### src/rtl/iso_enc_pkg.sv
package iso_enc_pkg;

  typedef enum logic [1:0] {
    CAUSE_NONE    = 2'd0,
    CAUSE_EDGE    = 2'd1,
    CAUSE_RESUME  = 2'd2,
    CAUSE_REFRESH = 2'd3
  } cause_t;

  function automatic cause_t pick_cause(input logic changed,
                                        input logic resumed,
                                        input logic due);
    if (changed)      return CAUSE_EDGE;
    else if (resumed) return CAUSE_RESUME;
    else if (due)     return CAUSE_REFRESH;
    return CAUSE_NONE;
  endfunction

endpackage

### src/rtl/iso_enc_input_stage.sv
module iso_enc_input_stage #(
  parameter int IN_STAGES = 1
) (
  input  logic clk,
  input  logic rst,
  input  logic din,
  input  logic halt_in,
  input  logic pwr_ok,
  output logic lvl_q,
  output logic lvl_prev,
  output logic act_q,
  output logic act_prev
);

  logic [IN_STAGES-1:0] pipe;

  generate
    if (IN_STAGES == 1) begin : g_single
      always_ff @(posedge clk) begin
        if (rst) pipe <= '0;
        else     pipe <= din;
      end
    end else begin : g_chain
      always_ff @(posedge clk) begin
        if (rst) pipe <= '0;
        else     pipe <= {pipe[IN_STAGES-2:0], din};
      end
    end
  endgenerate

  always_ff @(posedge clk) begin
    if (rst) begin
      lvl_prev <= 1'b0;
      act_q    <= 1'b0;
      act_prev <= 1'b0;
    end else begin
      lvl_prev <= pipe[IN_STAGES-1];
      act_q    <= ~halt_in & pwr_ok;
      act_prev <= act_q;
    end
  end

  assign lvl_q = pipe[IN_STAGES-1];

endmodule

### src/rtl/iso_enc_idle_timer.sv
module iso_enc_idle_timer #(
  parameter int REFRESH_CYCLES = 100
) (
  input  logic clk,
  input  logic rst,
  input  logic run,
  input  logic restart,
  output logic due
);

  localparam int CW = (REFRESH_CYCLES > 2) ? $clog2(REFRESH_CYCLES) : 1;
  localparam logic [CW-1:0] LAST = CW'(REFRESH_CYCLES - 1);

  logic [CW-1:0] cnt;

  always_ff @(posedge clk) begin
    if (rst)                  cnt <= '0;
    else if (!run || restart) cnt <= '0;
    else if (cnt != LAST)     cnt <= cnt + 1'b1;
  end

  assign due = run && (cnt == LAST);

  AST_CNT_WRAPS: assert property (@(posedge clk) disable iff (rst)
    (run && cnt == LAST) |=> (cnt == '0));

endmodule

### src/rtl/iso_enc_pulse_gen.sv
module iso_enc_pulse_gen
  import iso_enc_pkg::*;
(
  input  logic clk,
  input  logic rst,
  input  logic lvl_q,
  input  logic lvl_prev,
  input  logic act_q,
  input  logic act_prev,
  input  logic due,
  output logic fire,
  output logic set_o,
  output logic clr_o
);

  cause_t cause;
  logic   changed;
  logic   resumed;

  assign changed = act_q && (lvl_q != lvl_prev);
  assign resumed = act_q && !act_prev;
  assign cause   = pick_cause(changed, resumed, due);
  assign fire    = act_q && (cause != CAUSE_NONE);

  always_ff @(posedge clk) begin
    if (rst) begin
      set_o <= 1'b0;
      clr_o <= 1'b0;
    end else begin
      set_o <= fire &&  lvl_q;
      clr_o <= fire && !lvl_q;
    end
  end

  AST_NO_OVERLAP: assert property (@(posedge clk) disable iff (rst)
    !(set_o && clr_o));

  AST_SET_SINGLE: assert property (@(posedge clk) disable iff (rst)
    (set_o && $stable(lvl_q)) |=> !set_o);

  AST_CLR_SINGLE: assert property (@(posedge clk) disable iff (rst)
    (clr_o && $stable(lvl_q)) |=> !clr_o);

  AST_EDGE_PULSE: assert property (@(posedge clk) disable iff (rst)
    (act_q && lvl_q != lvl_prev) |=> (set_o == $past(lvl_q)) && (clr_o != $past(lvl_q)));

endmodule

### src/rtl/iso_pulse_encoder.sv
module iso_pulse_encoder #(
  parameter int REFRESH_CYCLES = 100,
  parameter int IN_STAGES      = 1
) (
  input  logic clk,
  input  logic rst,
  input  logic data_in,
  input  logic halt_in,
  input  logic pwr_ok,
  output logic set_pulse,
  output logic clr_pulse
);

  logic lvl_q, lvl_prev, act_q, act_prev;
  logic due, fire;

  iso_enc_input_stage #(.IN_STAGES(IN_STAGES)) u_in (
    .clk      (clk),
    .rst      (rst),
    .din      (data_in),
    .halt_in  (halt_in),
    .pwr_ok   (pwr_ok),
    .lvl_q    (lvl_q),
    .lvl_prev (lvl_prev),
    .act_q    (act_q),
    .act_prev (act_prev)
  );

  iso_enc_idle_timer #(.REFRESH_CYCLES(REFRESH_CYCLES)) u_timer (
    .clk     (clk),
    .rst     (rst),
    .run     (act_q),
    .restart (fire),
    .due     (due)
  );

  iso_enc_pulse_gen u_gen (
    .clk      (clk),
    .rst      (rst),
    .lvl_q    (lvl_q),
    .lvl_prev (lvl_prev),
    .act_q    (act_q),
    .act_prev (act_prev),
    .due      (due),
    .fire     (fire),
    .set_o    (set_pulse),
    .clr_o    (clr_pulse)
  );

  AST_HALT_SILENT: assert property (@(posedge clk) disable iff (rst)
    $past(halt_in || !pwr_ok, 2) |-> !(set_pulse || clr_pulse));

  AST_RESUME_PULSE: assert property (@(posedge clk) disable iff (rst)
    (act_q && !act_prev) |=> (set_pulse || clr_pulse));

endmodule

### config.mk
export PLATFORM = sky130hd
export DESIGN_NAME = iso_pulse_encoder
export DESIGN_NICKNAME = d
export VERILOG_FILES = /design/src/rtl/iso_enc_pkg.sv /design/src/rtl/iso_enc_input_stage.sv /design/src/rtl/iso_enc_idle_timer.sv /design/src/rtl/iso_enc_pulse_gen.sv /design/src/rtl/iso_pulse_encoder.sv
export SDC_FILE = /design/constraint.sdc
export NUM_CORES = 1
export LEC_CHECK = 0
export ABC_CLOCK_PERIOD_IN_PS = 3300
export BUFFER_PORTS_ARGS = -buffer_cell sky130_fd_sc_hd__buf_4
export CAP_MARGIN = 40
export CELL_PAD_IN_SITES_DETAIL_PLACEMENT = 1
export CELL_PAD_IN_SITES_GLOBAL_PLACEMENT = 1
export CORE_AREA = 2 2 39 41
export CTS_CLUSTER_SIZE = 14
export DETAILED_ROUTE_END_ITERATION = 10
export DIE_AREA = 0 0 41 43
export PLACE_DENSITY_LB_ADDON = 0.1
export REMOVE_ABC_BUFFERS = 1
export SETUP_SLACK_MARGIN = 0.05
export SYNTH_ARGS = -nofsm -noshare
export SYNTH_HDL_FRONTEND = slang
export SYNTH_SLANG_ARGS = --single-unit
### constraint.sdc
create_clock -name clk -period 3.3 [get_ports clk]
set_input_delay 0.33 -clock clk [delete_from_list [all_inputs] [get_ports clk]]
set_output_delay 0.33 -clock clk [all_outputs]
set_load 0.02 [all_outputs]
After elaboration in Yosys (flattened, before gate mapping)
Cells that the tools add are included.

cells by class
  reduce and logical (&&, ||, !) cells = 12
  multiplexer cells = 7
  bitwise logic cells = 2
  eq/ne operators = 3
  add/sub/neg operators = 1

operators by type and width
  kind                                                            number
  2-bit two-way mux                                               4
  7-bit by 1-bit adder with 7-bit output (second input constant)  1
  7-bit == test (second input constant)                           1
  7-bit != test (second input constant)                           1
  1-bit logical AND                                               6
  1-bit zero test                                                 3
  1-bit two-way mux                                               3
  2-bit nonzero test                                              1
  2-bit OR reduction                                              1
  1-bit AND                                                       1
  1-bit logical OR                                                1
  1-bit != test                                                   1
  1-bit NOT                                                       1

storage, ports and cells
  register bits after elaboration = 13
  logic and storage cells = 32
  output and inout port bits = 2
  bits of input ports = 5

Longest topological paths before layout
Gate-level depths: netlist of run 1.

  depth in word-level cells = 10
  depth in mapped cells = 4
  depth with buffers taken out = 4

Hierarchy
From an unflattened synthesis of run 1, not the netlist that was laid out.

second synthesis, totals
  cells, all modules = 55
  area, all modules = 553.0 µm²

by module, submodules not included
  module               seq. area each (µm²)  area each (µm²)  instances  cells an instance
  iso_enc_idle_timer   140.1                 326.6            1          37
  iso_enc_pulse_gen    40.0                  115.1            1          10
  iso_enc_input_stage  80.1                  111.4            1          8

Worst setup path after synthesis of run 1
No wires, ideal clock.

  kind = flip-flop to flip-flop
  start = register u_timer.cnt[2]
  end = register u_gen.clr_o
  library setup time = 73 ps
  arrival = 1,280 ps
  cell stages (with the launch flop) = 4
  period minus slack after synthesis = 1,352 ps
  data required time = 3,227 ps
  buffers on the path = 0
  setup slack = 1,948 ps
  cells stage by stage = dfxtp_1 > or4b_4 > o211ai_4 > nor3b_2

between the ends
  longest elaborated chain between the ends = 9

RTL lines
  what                      RTL line                  source
  start: declaration        iso_enc_idle_timer.sv:14  logic [CW-1:0] cnt;
  start signal: assignment  iso_enc_idle_timer.sv:19  else if (cnt != LAST) cnt <= cnt + 1'b1;
  7-bit == test             iso_enc_idle_timer.sv:22  assign due = run && (cnt == LAST);
  1-bit logical AND         iso_enc_idle_timer.sv:22
  1-bit two-way mux         iso_enc_pkg.sv:15         else if (due) return CAUSE_REFRESH;
  1-bit two-way mux         iso_enc_pkg.sv:14         else if (resumed) return CAUSE_RESUME;
  1-bit two-way mux         iso_enc_pkg.sv:13         if (changed) return CAUSE_EDGE;
  2-bit two-way mux         iso_enc_pkg.sv:16         return CAUSE_NONE;
  2-bit nonzero test        iso_enc_pulse_gen.sv:23   assign fire = act_q && (cause != CAUSE_NONE);
  1-bit logical AND         iso_enc_pulse_gen.sv:23
  1-bit logical AND         iso_enc_pulse_gen.sv:31   clr_o <= fire && !lvl_q;
  end signal: assignment    iso_enc_pulse_gen.sv:31
  end: declaration          iso_enc_pulse_gen.sv:13   output logic clr_o

Every way passes these cells.
A chain may end at the register's enable or synchronous reset.

Final worst setup path of run 1
Same ends and word-level chain as after synthesis.

==> results of run 1 <==
cell families after synthesis:
logic type | count (synthesis)
AND/OR/NAND/NOR | 19
flip-flops | 13
AO/OA/AOI/OAI | 5
XOR/XNOR | 4
buffers and inverters | 3
adder cells (fa/ha/maj) | 1
metal layers:
metal	vias up	wire length [um]	part of all wire, %
met1	168	391	42
met2	8	496	53
met4	0	16	1.7
li1	172	-	-
met5	-	0	0
met3	2	32	3.4
sequential cells by signal (all words and copies together) (netlist names):
register and count:
u_gen.clr_o 1, u_gen.set_o 1, u_in.act_prev 1, u_in.act_q 1
u_in.lvl_prev 1, u_in.lvl_q 1, u_timer.cnt 7
final cells by class:
type,instances,area share (%)
flip-flops and latches,13,45.6
well taps,16,3.51
inverters,2,1.32
multi-input cells,29,37.1
clock buffers,4,4.61
repair buffers,6,7.89
per-stage QoR:
stage / setup slack (ns) / utilization [%] / hold WS, ns / power [mW]
5_1_grt: 1.74 / 41.2 / 0.214 / 0.283
3_5_place_dp: 1.84 / 39.3 / 0.468 / 0.176
4_1_cts: 1.82 / 41.2 / 0.198 / 0.275
3_3_place_gp: 1.88 / 39.3 / 0.470 / 0.175
2_1_floorplan: 1.95 / - / 0.402 / 0.169
6_report: 1.83 / 41.2 / 0.207 / 0.269
critical path, cell delays in order (launching register included):
cell and delay (ns):
dfxtp_1 0.34, or4b_4 0.55, o211ai_4 0.30, nor3b_2 0.21
power breakdown:
group          internal, mW  total (mW)  leakage [nW]  switching, mW
Combinational       0.00605      0.0108        0.0861        0.00479
Sequential            0.159       0.161         0.105        0.00148
Clock                0.0469      0.0971        0.0150         0.0502
Total                 0.212       0.269         0.207         0.0565
worst max-delay path by stage:
stage                    from           to  slack, ns
2_1_floorplan  u_timer.cnt[2]  u_gen.clr_o       1.95
3_3_place_gp   u_timer.cnt[2]  u_gen.clr_o       1.88
3_5_place_dp   u_timer.cnt[2]  u_gen.clr_o       1.84
4_1_cts        u_timer.cnt[2]  u_gen.clr_o       1.82
5_1_grt        u_timer.cnt[2]  u_gen.clr_o       1.74
6_report       u_timer.cnt[2]  u_gen.clr_o       1.83
Yosys cell counts:
library cell	n
nand2_1	3
o211ai_4	1
nor3_1	5
nand3_1	2
xnor2_1	2
and3_1	1
nor3b_1	1
or4b_4	1
xor2_1	2
ha_1	1
a211oi_1	2
nor3b_2	1
or3_1	2
inv_1	2
nor2b_1	2
o21ai_0	2
clkbuf_1	1
nand2b_1	1
dfxtp_1	13
==> results.md, run 1 <==
* Placement Cell Area at 544 um^2
* Drt first pass iters at 1
* Total CTS buffers at 3
* Synth Area in Simple Gates at 24.4%
* Max-Slew Margin vs Limit at 74.5%
* Detail Route Antenna Nets at 0
* Most frequent cells in the layout: 13 x dfxtp_1, 6 x buf_4, 5 x nor3_1, 3 x nand2_1, 3 x clkbuf_4
* Placed insts at 66
* Clk root buf: clkbuf_4
* DRC at 0
* Critical path class: reg -> reg
* R2R cell count at 3
* CP arrival at 1.68 ns
* Setup TNS at 0 ns
* Fin cells at 70
* Die width at 41 um
* Reg-to-reg startpoint: u_timer.cnt[2]
* I/O Pins at 7
* H-tree Lvls at 1
* Dominant cells by area after synthesis: dfxtp_1 54%, nor3_1 5.2%, o211ai_4 4.4%
* Multiplexer share of the synthesized area at 0%
* Status: complete, no violations
* PD cells at 471 nW/um^2
* Nets at 61
* CTS resizes at 0
* Worst Hold End: u_in.act_q
* Post-DP HPWL at 718 um
* Met3 usage at 3.14%
* Yosys synthesis warning count at 0
* Final hold violation count at 0
* Cell taking the most area after synthesis: dfxtp_1
* Via count at 350
* Crit. End Element: register
* Worst hold path type: in -> reg
* GRT met1 Usage at 17.9%
* Vias in the first global route at 420
* Worst skew pair latency at 0.27 ns
* Vias/cell at 5.00
* Final setup vio count at 0
* # rows at 14
* Clock transition at path regs at 0.07 ns
* Detailed Route WL at 937 um
* RSZ-0062 raised after global routing: no
* Main combinational cell family by area after synthesis: simple AND/OR/NAND/NOR gates
* Post-CTS setup buffer count at 0
* Die Footprint at 1760 um^2
* Worst Hold Depth at 2
* M2 GR Usage at 23.8%
* Tightest Pin Transition at 0.382 ns
* Total global routing overflow at 0
* Die Ht at 43 um
* Footprint of the multi-input gates at 211 um^2
* Final Wtd Congestion at 0.786
* Worst hold path startpoint: halt_in
* Crit share post-route at 44.5%
* Library cells used by synthesis at 19
* Core area at 1380 um^2
* All-layer global routing usage at 15.3%
* Compound-Gate Fraction of Synth Area at 9.59%
* Final Critical Period at 1.47 ns
* Setup crit start kind: register
* Fraction of the mapped netlist area in adder cells at 2.59%
* Initial antenna violation count at 0
* Max clock buf depth at 2
* R2r setup slk at 1.83 ns
* # clock sinks at 13
* Diode count at 0
* Crit-path max FO at 9
* Layout cells sized above 1 at 22.2%
* Fillers at 162
* Top-area cell type share of the netlist area at 53.9%
* P&R area growth vs syn at 18.1%
* # port buffers at 6
* Fmax at 680 MHz
* Mapped Area at 483 um^2
* Clock skew at 0.000869 ns
* Starting Density at 34.9%
* Pleak at 0.207 nW
* Syn avg cell area at 10.7 um^2
* First-pass GRT wire length at 1780 um
* Pins Over Slew Limit at 0
* CTS Hold Bufs at 0
* Post-route cell area at 571 um^2
* Synthesized flop and latch total at 13
* FF+latch area at 260 um^2
* Xor/xnor cell area share of the yosys netlist at 7.25%
* CTS tree: done
* Maxcap violations at 0
* Busiest layer in global routing: met2
* Synth Instances at 45
* Most common cell after layout, fill and taps aside: dfxtp_1
* VDD IR-drop max at 0.173 mV
* Seq/Total Area, Yosys at 53.9%
* Wire per inst at 13.4 um
* Largest net degree at the start of global routing at 10
* Req. time, crit path at 3.51 ns
* 1st-iter DRT viols at 0
* FF-to-FF End: u_gen.clr_o
Power figures use the tool's default switching activity.
==> run 2: changes to the inputs <==
--- a/config.mk
+++ b/config.mk
@@ -5,15 +5,16 @@
 export SDC_FILE = /design/constraint.sdc
 export NUM_CORES = 1
 export LEC_CHECK = 0
-export ABC_CLOCK_PERIOD_IN_PS = 3300
+export ABC_AREA = 1
+export ABC_CLOCK_PERIOD_IN_PS = 1300
 export BUFFER_PORTS_ARGS = -buffer_cell sky130_fd_sc_hd__buf_4
 export CAP_MARGIN = 40
 export CELL_PAD_IN_SITES_DETAIL_PLACEMENT = 1
 export CELL_PAD_IN_SITES_GLOBAL_PLACEMENT = 1
-export CORE_AREA = 2 2 39 41
+export CORE_MARGIN = 2
+export CORE_UTILIZATION = 34
 export CTS_CLUSTER_SIZE = 14
 export DETAILED_ROUTE_END_ITERATION = 10
-export DIE_AREA = 0 0 41 43
 export PLACE_DENSITY_LB_ADDON = 0.1
 export REMOVE_ABC_BUFFERS = 1
 export SETUP_SLACK_MARGIN = 0.05
==> constraint.sdc (replaced) <==
create_clock -name clk -period 1.3 [get_ports clk]
set_input_delay 0.13 -clock clk [delete_from_list [all_inputs] [get_ports clk]]
set_output_delay 0.13 -clock clk [all_outputs]
set_load 0.02 [all_outputs]
==> results.md, run 2 <==
* Status: complete, no violations (unchanged)
* Layout cells sized above 1 at 27.3% (was 22.2%)
* Top-area cell type share of the netlist area at 49.1% (was 53.9%)
* Most flop-heavy register: u_timer.cnt (unchanged)
* Critical path cell sequence: ha_4 -> inv_2 -> nor2_4 -> nand3_2 -> and2_4 -> nor2_2 (was or4b_4 -> o211ai_4 -> nor3b_2)
* # clock sinks at 13 (unchanged)
* PD cells at 1040 nW/um^2 (was 471 nW/um^2)
* Most frequent cells in the layout: 18 x nor2_1, 12 x dfxtp_1, 11 x nand2_1, 7 x inv_1, 7 x buf_4 (was 13 x dfxtp_1, 6 x buf_4, 5 x nor3_1, 3 x nand2_1, 3 x clkbuf_4)
* Die Footprint at 1890 um^2 (was 1760 um^2)
* Via count at 423 (was 350)
* Seq/Total Area, Yosys at 49.1% (was 53.9%)
* Setup TNS at 0 ns (unchanged)
* # rows at 14 (unchanged)
* Post-synthesis async set-or-reset flop share at 0% (unchanged)
* Req. time, crit path at 1.51 ns (was 3.51 ns)
* Final hold violation count at 0 (unchanged)
* Starting Density at 35.6% (was 34.9%)
* Vias/cell at 4.55 (was 5.00)
* Count leader, synth: nor2_1 (was dfxtp_1)
* Clock skew at 0.00701 ns (was 0.000869 ns)
* Tightest Pin Transition at 0.325 ns (was 0.382 ns)
* Diode count at 0 (unchanged)
* Fmax at 899 MHz (was 680 MHz)
* Drt first pass iters at 2 (was 1)
* Final Wtd Congestion at 0.767 (was 0.786)
* Final Critical Period at 1.11 ns (was 1.47 ns)
* Crit-path slowest cell: dfxtp_2 (was or4b_4)
* All-layer global routing usage at 12.1% (was 15.3%)
* Syn avg cell area at 8.04 um^2 (was 10.7 um^2)
* # port buffers at 6 (unchanged)
* Die width at 43.5 um (was 41 um)
* Library cells used by synthesis at 14 (was 19)
* Worst hold path type: in -> reg (unchanged)
* H-tree Lvls at 1 (unchanged)
* First-pass GRT wire length at 1690 um (was 1780 um)
* Post-route setup slack at 0.188 ns (was 1.83 ns)
* Max-Slew Margin vs Limit at 78.2% (was 74.5%)
* Initial antenna violation count at 0 (unchanged)
* Post-CTS setup buffer count at 0 (unchanged)
* Post-DP HPWL at 841 um (was 718 um)
* Nets at 84 (was 61)
* EDFF count, synth at 0 (unchanged)
* Most common cell after layout, fill and taps aside: nor2_1 (was dfxtp_1)
* Footprint of the multi-input gates at 260 um^2 (was 211 um^2)
* FF+latch area at 262 um^2 (was 260 um^2)
* Largest net degree at the start of global routing at 9 (was 10)
* Worst skew pair latency at 0.27 ns (about the same)
* Die Ht at 43.5 um (was 43 um)
* CP arrival at 1.33 ns (was 1.68 ns)
* Most used DFF post-synth: dfxtp_1 (unchanged)
* Max reg flops at 7 (unchanged)
* RSZ-0062 raised after global routing: no (unchanged)
* Synthesized flop and latch total at 13 (unchanged)
* Max incr delay on CP at 0.38 ns (was 0.55 ns)
* Total CTS buffers at 3 (unchanged)
* Max clock buf depth at 2 (unchanged)
* Pins Over Slew Limit at 0 (unchanged)
* Vias in the first global route at 428 (was 420)
* CTS tree: done (unchanged)
* R2r setup slk at 0.19 ns (was 1.83 ns)
* Detailed Route WL at 1000 um (was 937 um)
* Core area at 1490 um^2 (was 1380 um^2)
* VDD IR-drop max at 0.383 mV (was 0.173 mV)
* Maxcap violations at 0 (unchanged)
* I/O Pins at 7 (unchanged)
* DP Worst Slack at 0.0765 ns (was 1.84 ns)
* Commonest cells in the netlist: 18 x nor2_1, 13 x dfxtp_1, 11 x nand2_1 (was 13 x dfxtp_1, 5 x nor3_1, 3 x nand2_1)
* Critical path class: reg -> reg (unchanged)
* Pleak at 0.250 nW (was 0.207 nW)
* Synth Instances at 66 (was 45)
* Mapped Area at 531 um^2 (was 483 um^2)
* 1st-iter DRT viols at 2 (was 0)
* Wire per inst at 10.8 um (was 13.4 um)
* DRC at 0 (unchanged)
* Cell taking the most area after synthesis: dfxtp_1 (unchanged)
* Crit. End Element: register (unchanged)
* Clk root buf: clkbuf_4 (unchanged)
* Crit-path max FO at 5 (was 9)
* Clock transition at path regs at 0.09 ns (was 0.07 ns)
* Dominant cells by area after synthesis: dfxtp_1 49%, nor2_1 13%, nand2_1 7.8% (was dfxtp_1 54%, nor3_1 5.2%, o211ai_4 4.4%)
* Yosys synthesis warning count at 0 (unchanged)
* Fillers at 185 (was 162)
* Final setup vio count at 0 (unchanged)
* Crit share post-route at 85.5% (was 44.5%)
* P&R area growth vs syn at 22.9% (was 18.1%)
* Total global routing overflow at 0 (unchanged)
* Detail Route Antenna Nets at 0 (unchanged)
* Setup crit start kind: register (unchanged)
run 2: worst max-delay path: cells and delay by family, from the launching register on:
kind	cells	cell delay, ns
adder cells (fa/ha/maj)	1	0.16
AND/OR/NAND/NOR	4	0.46
flip-flops	1	0.38
buffers and inverters	1	0.04
run 2: final timing paths:
kind                                  endpoint            from  cells past startpoint
worst max-delay path               u_gen.clr_o  u_timer.cnt[0]                      6
worst min-delay path                u_in.act_q         halt_in                      2
worst max register to register     u_gen.clr_o  u_timer.cnt[0]                      6
worst min register to register  u_timer.cnt[0]  u_timer.cnt[0]                      1
run 2: stage by stage:
| stage | hold WS (ns) | power [mW] | util (%) | std cells | cell area [um^2] |
|---|---|---|---|---|---|
| CTS | 0.00288 | 0.694 | 42.4 | 93 | 631 |
| finish | 0.0170 | 0.679 | 43.8 | 93 | 652 |
| detailed placement | 0.299 | 0.441 | 40.5 | 89 | 603 |
| global route | 0.00873 | 0.720 | 43.8 | 93 | 652 |
| global placement | 0.294 | 0.440 | 40.5 | 89 | 603 |
| floorplan | 0.201 | 0.427 | - | 66 | 531 |
run 2: logic make-up after synthesis:
| logic type | share of synthesized area [%] |
|---|---|
| buf+inv | 5.66 |
| compound gates | 1.42 |
| xor+xnor | 4.95 |
| simple gates | 36.6 |
| fa+ha+maj | 2.36 |
| flops | 49.1 |
run 2: power breakdown:
group	internal [mW]	switching, mW	leakage [nW]
sequential	0.404	0.00220	0.106
clock	0.114	0.133	0.0177
combinational	0.0137	0.0123	0.126
run 2: final cells by class:
class	instances	area share, %
clock inverters	1	0.768
clock buffers	3	3.45
well taps	16	3.07
repair buffers	7	8.06
inverters	8	4.61
multi-input cells	45	39.9
flip-flops and latches	13	40.1
run 2: layer usage:
metal  global-route usage (%)  part of all wire [%]  vias to the layer above
li1                         -                     -                      221
met5                        0                     0                        -
met2                     22.1                    49                        4
met4                     1.82                     0                        0
met3                     3.75                   2.8                        0
met1                     14.1                    49                      198
run 2: repair_timing:
| item | 4_1_cts | 5_1_grt |
|---|---|---|
| hold buffers | 0 | 0 |
| endpoints found under the setup margin | 0 | 9 |
| gates resized for setup | 0 | 4 |
==> run 3: changes to the inputs <==
--- a/config.mk
+++ b/config.mk
@@ -20,4 +20,5 @@
 export SETUP_SLACK_MARGIN = 0.05
 export SYNTH_ARGS = -nofsm -noshare
 export SYNTH_HDL_FRONTEND = slang
+export SYNTH_HIERARCHICAL = 1
 export SYNTH_SLANG_ARGS = --single-unit
==> results.md, run 3 <==
* Post-route setup slack at -0.105 ns (was 0.188 ns)
* Clock transition at path regs at 0.08 ns (was 0.09 ns)
* Final setup vio count at 7 (was 0)
* Pleak at 0.403 nW (was 0.250 nW)
* Cell taking the most area after synthesis: dfxtp_1 (unchanged)
* FF+latch area at 264 um^2 (was 262 um^2)
* PD cells at 747 nW/um^2 (was 1040 nW/um^2)
* Fmax at 712 MHz (was 899 MHz)
* Most used DFF post-synth: dfxtp_1 (unchanged)
* Mapped Area at 618 um^2 (was 531 um^2)
* Max-Slew Margin vs Limit at 87.6% (was 78.2%)
* Die width at 46.6 um (was 43.5 um)
* Most frequent cells in the layout: 25 x buf_4, 18 x inv_1, 13 x nand2_1, 10 x dfxtp_1, 9 x nor2_1 (was 18 x nor2_1, 12 x dfxtp_1, 11 x nand2_1, 7 x inv_1, 7 x buf_4)
* Layout cells sized above 1 at 48.7% (was 27.3%)
* Failing checks: setup timing
* FF-to-FF End: u_timer/cnt[0] (was u_gen.clr_o)
* CTS tree: done (unchanged)
* Final cell utilization of the core at 54.9% (was 43.8%)
* Pins Over Slew Limit at 0 (unchanged)
* # rows at 15 (was 14)
* Crit share post-route at 108% (was 85.5%)
* Final hold violation count at 0 (unchanged)
* Post-DP HPWL at 1100 um (was 841 um)
* Post-route cell area at 947 um^2 (was 652 um^2)
* Post-synthesis async set-or-reset flop share at 0% (unchanged)
* P&R area growth vs syn at 53.2% (was 22.9%)
* Setup crit start kind: register (unchanged)
* Syn avg cell area at 7.10 um^2 (was 8.04 um^2)
* Placement Cell Area at 807 um^2 (was 603 um^2)
* Footprint of the multi-input gates at 348 um^2 (was 260 um^2)
* CP arrival at 1.62 ns (was 1.33 ns)
* Largest net degree at the start of global routing at 8 (was 9)
* Worst hold path startpoint: data_in (was halt_in)
* Most common cell after layout, fill and taps aside: buf_4 (was nor2_1)
* Yosys synthesis warning count at 6 (was 0)
* Clock skew at 0.00271 ns (was 0.00701 ns)
* Most flop-heavy register: u_timer/cnt (was u_timer.cnt)
* DP Worst Slack at -0.159 ns (was 0.0765 ns)
* Detail Route Antenna Nets at 0 (unchanged)
* # clock sinks at 13 (unchanged)
* Final Critical Period at 1.41 ns (was 1.11 ns)
* Die Ht at 46.6 um (was 43.5 um)
* Crit-path slowest cell: dfxtp_2 (unchanged)
* Crit. End Element: register (unchanged)
* Vias in the first global route at 610 (was 428)
* Top-area cell type share of the netlist area at 42.1% (was 49.1%)
* Starting Density at 35.8% (was 35.6%)
* Core area at 1730 um^2 (was 1490 um^2)
* Pwr Total at 0.708 mW (was 0.679 mW)
* Max reg flops at 7 (unchanged)
* Dominant cells by area after synthesis: dfxtp_1 42%, inv_1 12%, nand2_1 9.1% (was dfxtp_1 49%, nor2_1 13%, nand2_1 7.8%)
* Worst hold path type: in -> reg (unchanged)
* Wire per inst at 10.8 um (about the same)
* Total global routing overflow at 0 (unchanged)
* Worst Hold Depth at 3 (was 2)
* Drt first pass iters at 2 (unchanged)
* Max clock buf depth at 2 (unchanged)
* Nets at 124 (was 84)
* Multiplexer share of the synthesized area at 0% (unchanged)
* Vias/cell at 4.15 (was 4.55)
* Xor/xnor cell area share of the yosys netlist at 2.83% (was 4.95%)
* Worst Hold End: u_in/lvl_q (was u_in.act_q)
* VDD IR-drop max at 0.702 mV (was 0.383 mV)
* I/O Pins at 7 (unchanged)
* Req. time, crit path at 1.51 ns (about the same)
* 1st-iter DRT viols at 2 (unchanged)
* R2R cell count at 12 (was 6)
* Synthesized flop and latch total at 13 (unchanged)
* Commonest cells in the netlist: 20 x inv_1, 15 x nand2_1, 14 x nor2_1 (was 18 x nor2_1, 13 x dfxtp_1, 11 x nand2_1)
* First-pass GRT wire length at 2580 um (was 1690 um)
* Detailed Route WL at 1540 um (was 1000 um)
* Die Footprint at 2170 um^2 (was 1890 um^2)
* Worst skew pair latency at 0.27 ns (about the same)
* Total CTS buffers at 3 (unchanged)
* Crit-path max FO at 3 (was 5)
* Fillers at 229 (was 185)
* Diode count at 0 (unchanged)
* Tightest Pin Transition at 0.185 ns (was 0.325 ns)
* Synth Area in Simple Gates at 36.4% (was 36.6%)
* H-tree Lvls at 1 (unchanged)
* Reg-to-reg startpoint: u_timer/cnt[1] (was u_timer.cnt[0])
* Critical path class: reg -> reg (unchanged)
* Max incr delay on CP at 0.34 ns (was 0.38 ns)
* Seq/Total Area, Yosys at 42.1% (was 49.1%)
* Library cells used by synthesis at 18 (was 14)
* Maxcap violations at 0 (unchanged)
* CTS Hold Bufs at 0 (unchanged)
* EDFF count, synth at 0 (unchanged)
* Fraction of the mapped netlist area in adder cells at 2.02% (was 2.36%)
* Status: finished with violations (was complete, no violations)
* Final Wtd Congestion at 0.721 (was 0.767)
* Synth Instances at 87 (was 66)
* Initial antenna violation count at 0 (unchanged)
* Critical path cell sequence: ha_4 -> nand2_4 -> nor3_4 -> nor2_2 -> nand3_2 -> nand2_2 -> inv_2 -> nor2_2 -> nand2_2 -> inv_2 -> nand2_2 -> nor2_2 (was ha_4 -> inv_2 -> nor2_4 -> nand3_2 -> and2_4 -> nor2_2)
* All-layer global routing usage at 17.3% (was 12.1%)
* Main combinational cell family by area after synthesis: simple AND/OR/NAND/NOR gates (unchanged)
* Via count at 590 (was 423)
* RSZ-0062 raised after global routing: yes (was no)
* Clk root buf: clkbuf_4 (unchanged)
* # port buffers at 6 (unchanged)
* Compound-Gate Fraction of Synth Area at 3.85% (was 1.42%)
* Count leader, synth: inv_1 (was nor2_1)
* DRC at 0 (unchanged)
* R2r setup slk at -0.11 ns (was 0.19 ns)
run 3: worst max-delay path: cells and delay by family (launching register included):
family	cells	cell delay, ns
buf+inv	2	0.12
fa+ha+maj	1	0.17
simple gates	9	0.71
flops	1	0.34
run 3: how the worst max path moves through the flow:
stage	startpoint	cells past startpoint	endpoint
5_1_grt	u_timer/cnt[1]	12	u_timer/cnt[1]
4_1_cts	u_timer/cnt[0]	12	u_timer/cnt[0]
3_3_place_gp	u_timer/cnt[0]	11	u_timer/cnt[4]
3_5_place_dp	u_timer/cnt[0]	11	u_timer/cnt[5]
2_1_floorplan	u_timer/cnt[0]	12	u_timer/cnt[1]
6_report	u_timer/cnt[1]	12	u_timer/cnt[0]
run 3: kinds of logic after synthesis:
logic type | Yosys count
AO/OA/AOI/OAI | 4
AND/OR/NAND/NOR | 46
adder cells (fa/ha/maj) | 1
buffers and inverters | 21
flip-flops | 13
XOR/XNOR | 2
run 3: layout make-up:
class / instances / area share, %
clock buffer: 4 / 2.77
inverter: 21 / 8.32
multi-input combinational: 53 / 36.7
sequential: 13 / 27.9
tap: 25 / 3.30
timing repair buffer: 26 / 21.0
run 3: what timing repair did:
action	in CTS	in global routing
buffers inserted	3	4
endpoints found under the hold margin	0	0
gates resized for setup	13	10
pin swaps	8	13
setup endpoints to repair	7	9
run 3: per-layer routing:
metal / GRT usage, % / vias up / share of wire, % / routed length (um)
li1: - / 317 / - / -
met1: 19.7 / 259 / 43 / 667
met2: 30.0 / 10 / 51 / 787
met3: 5.88 / 4 / 3.4 / 52
met4: 6.11 / 0 / 2.1 / 32
met5: 0 / - / 0 / 0
run 3: per-stage QoR:
stage               TNS, ns  std cells  hold slack, ns
global placement     -0.742        133           0.330
global route          -1.33        142          0.0607
detailed placement   -0.969        133           0.341
CTS                  -0.655        140          0.0518
floorplan            -0.694         87           0.197
finish               -0.655        142          0.0533
run 3: where the power goes:
| group | switching, mW | leakage [nW] | total [mW] | internal [mW] |
|---|---|---|---|---|
| Clock | 0.127 | 0.0150 | 0.245 | 0.119 |
| Combinational | 0.0277 | 0.281 | 0.0533 | 0.0255 |
| Sequential | 0.00412 | 0.107 | 0.409 | 0.405 |
| Total | 0.158 | 0.403 | 0.708 | 0.549 |
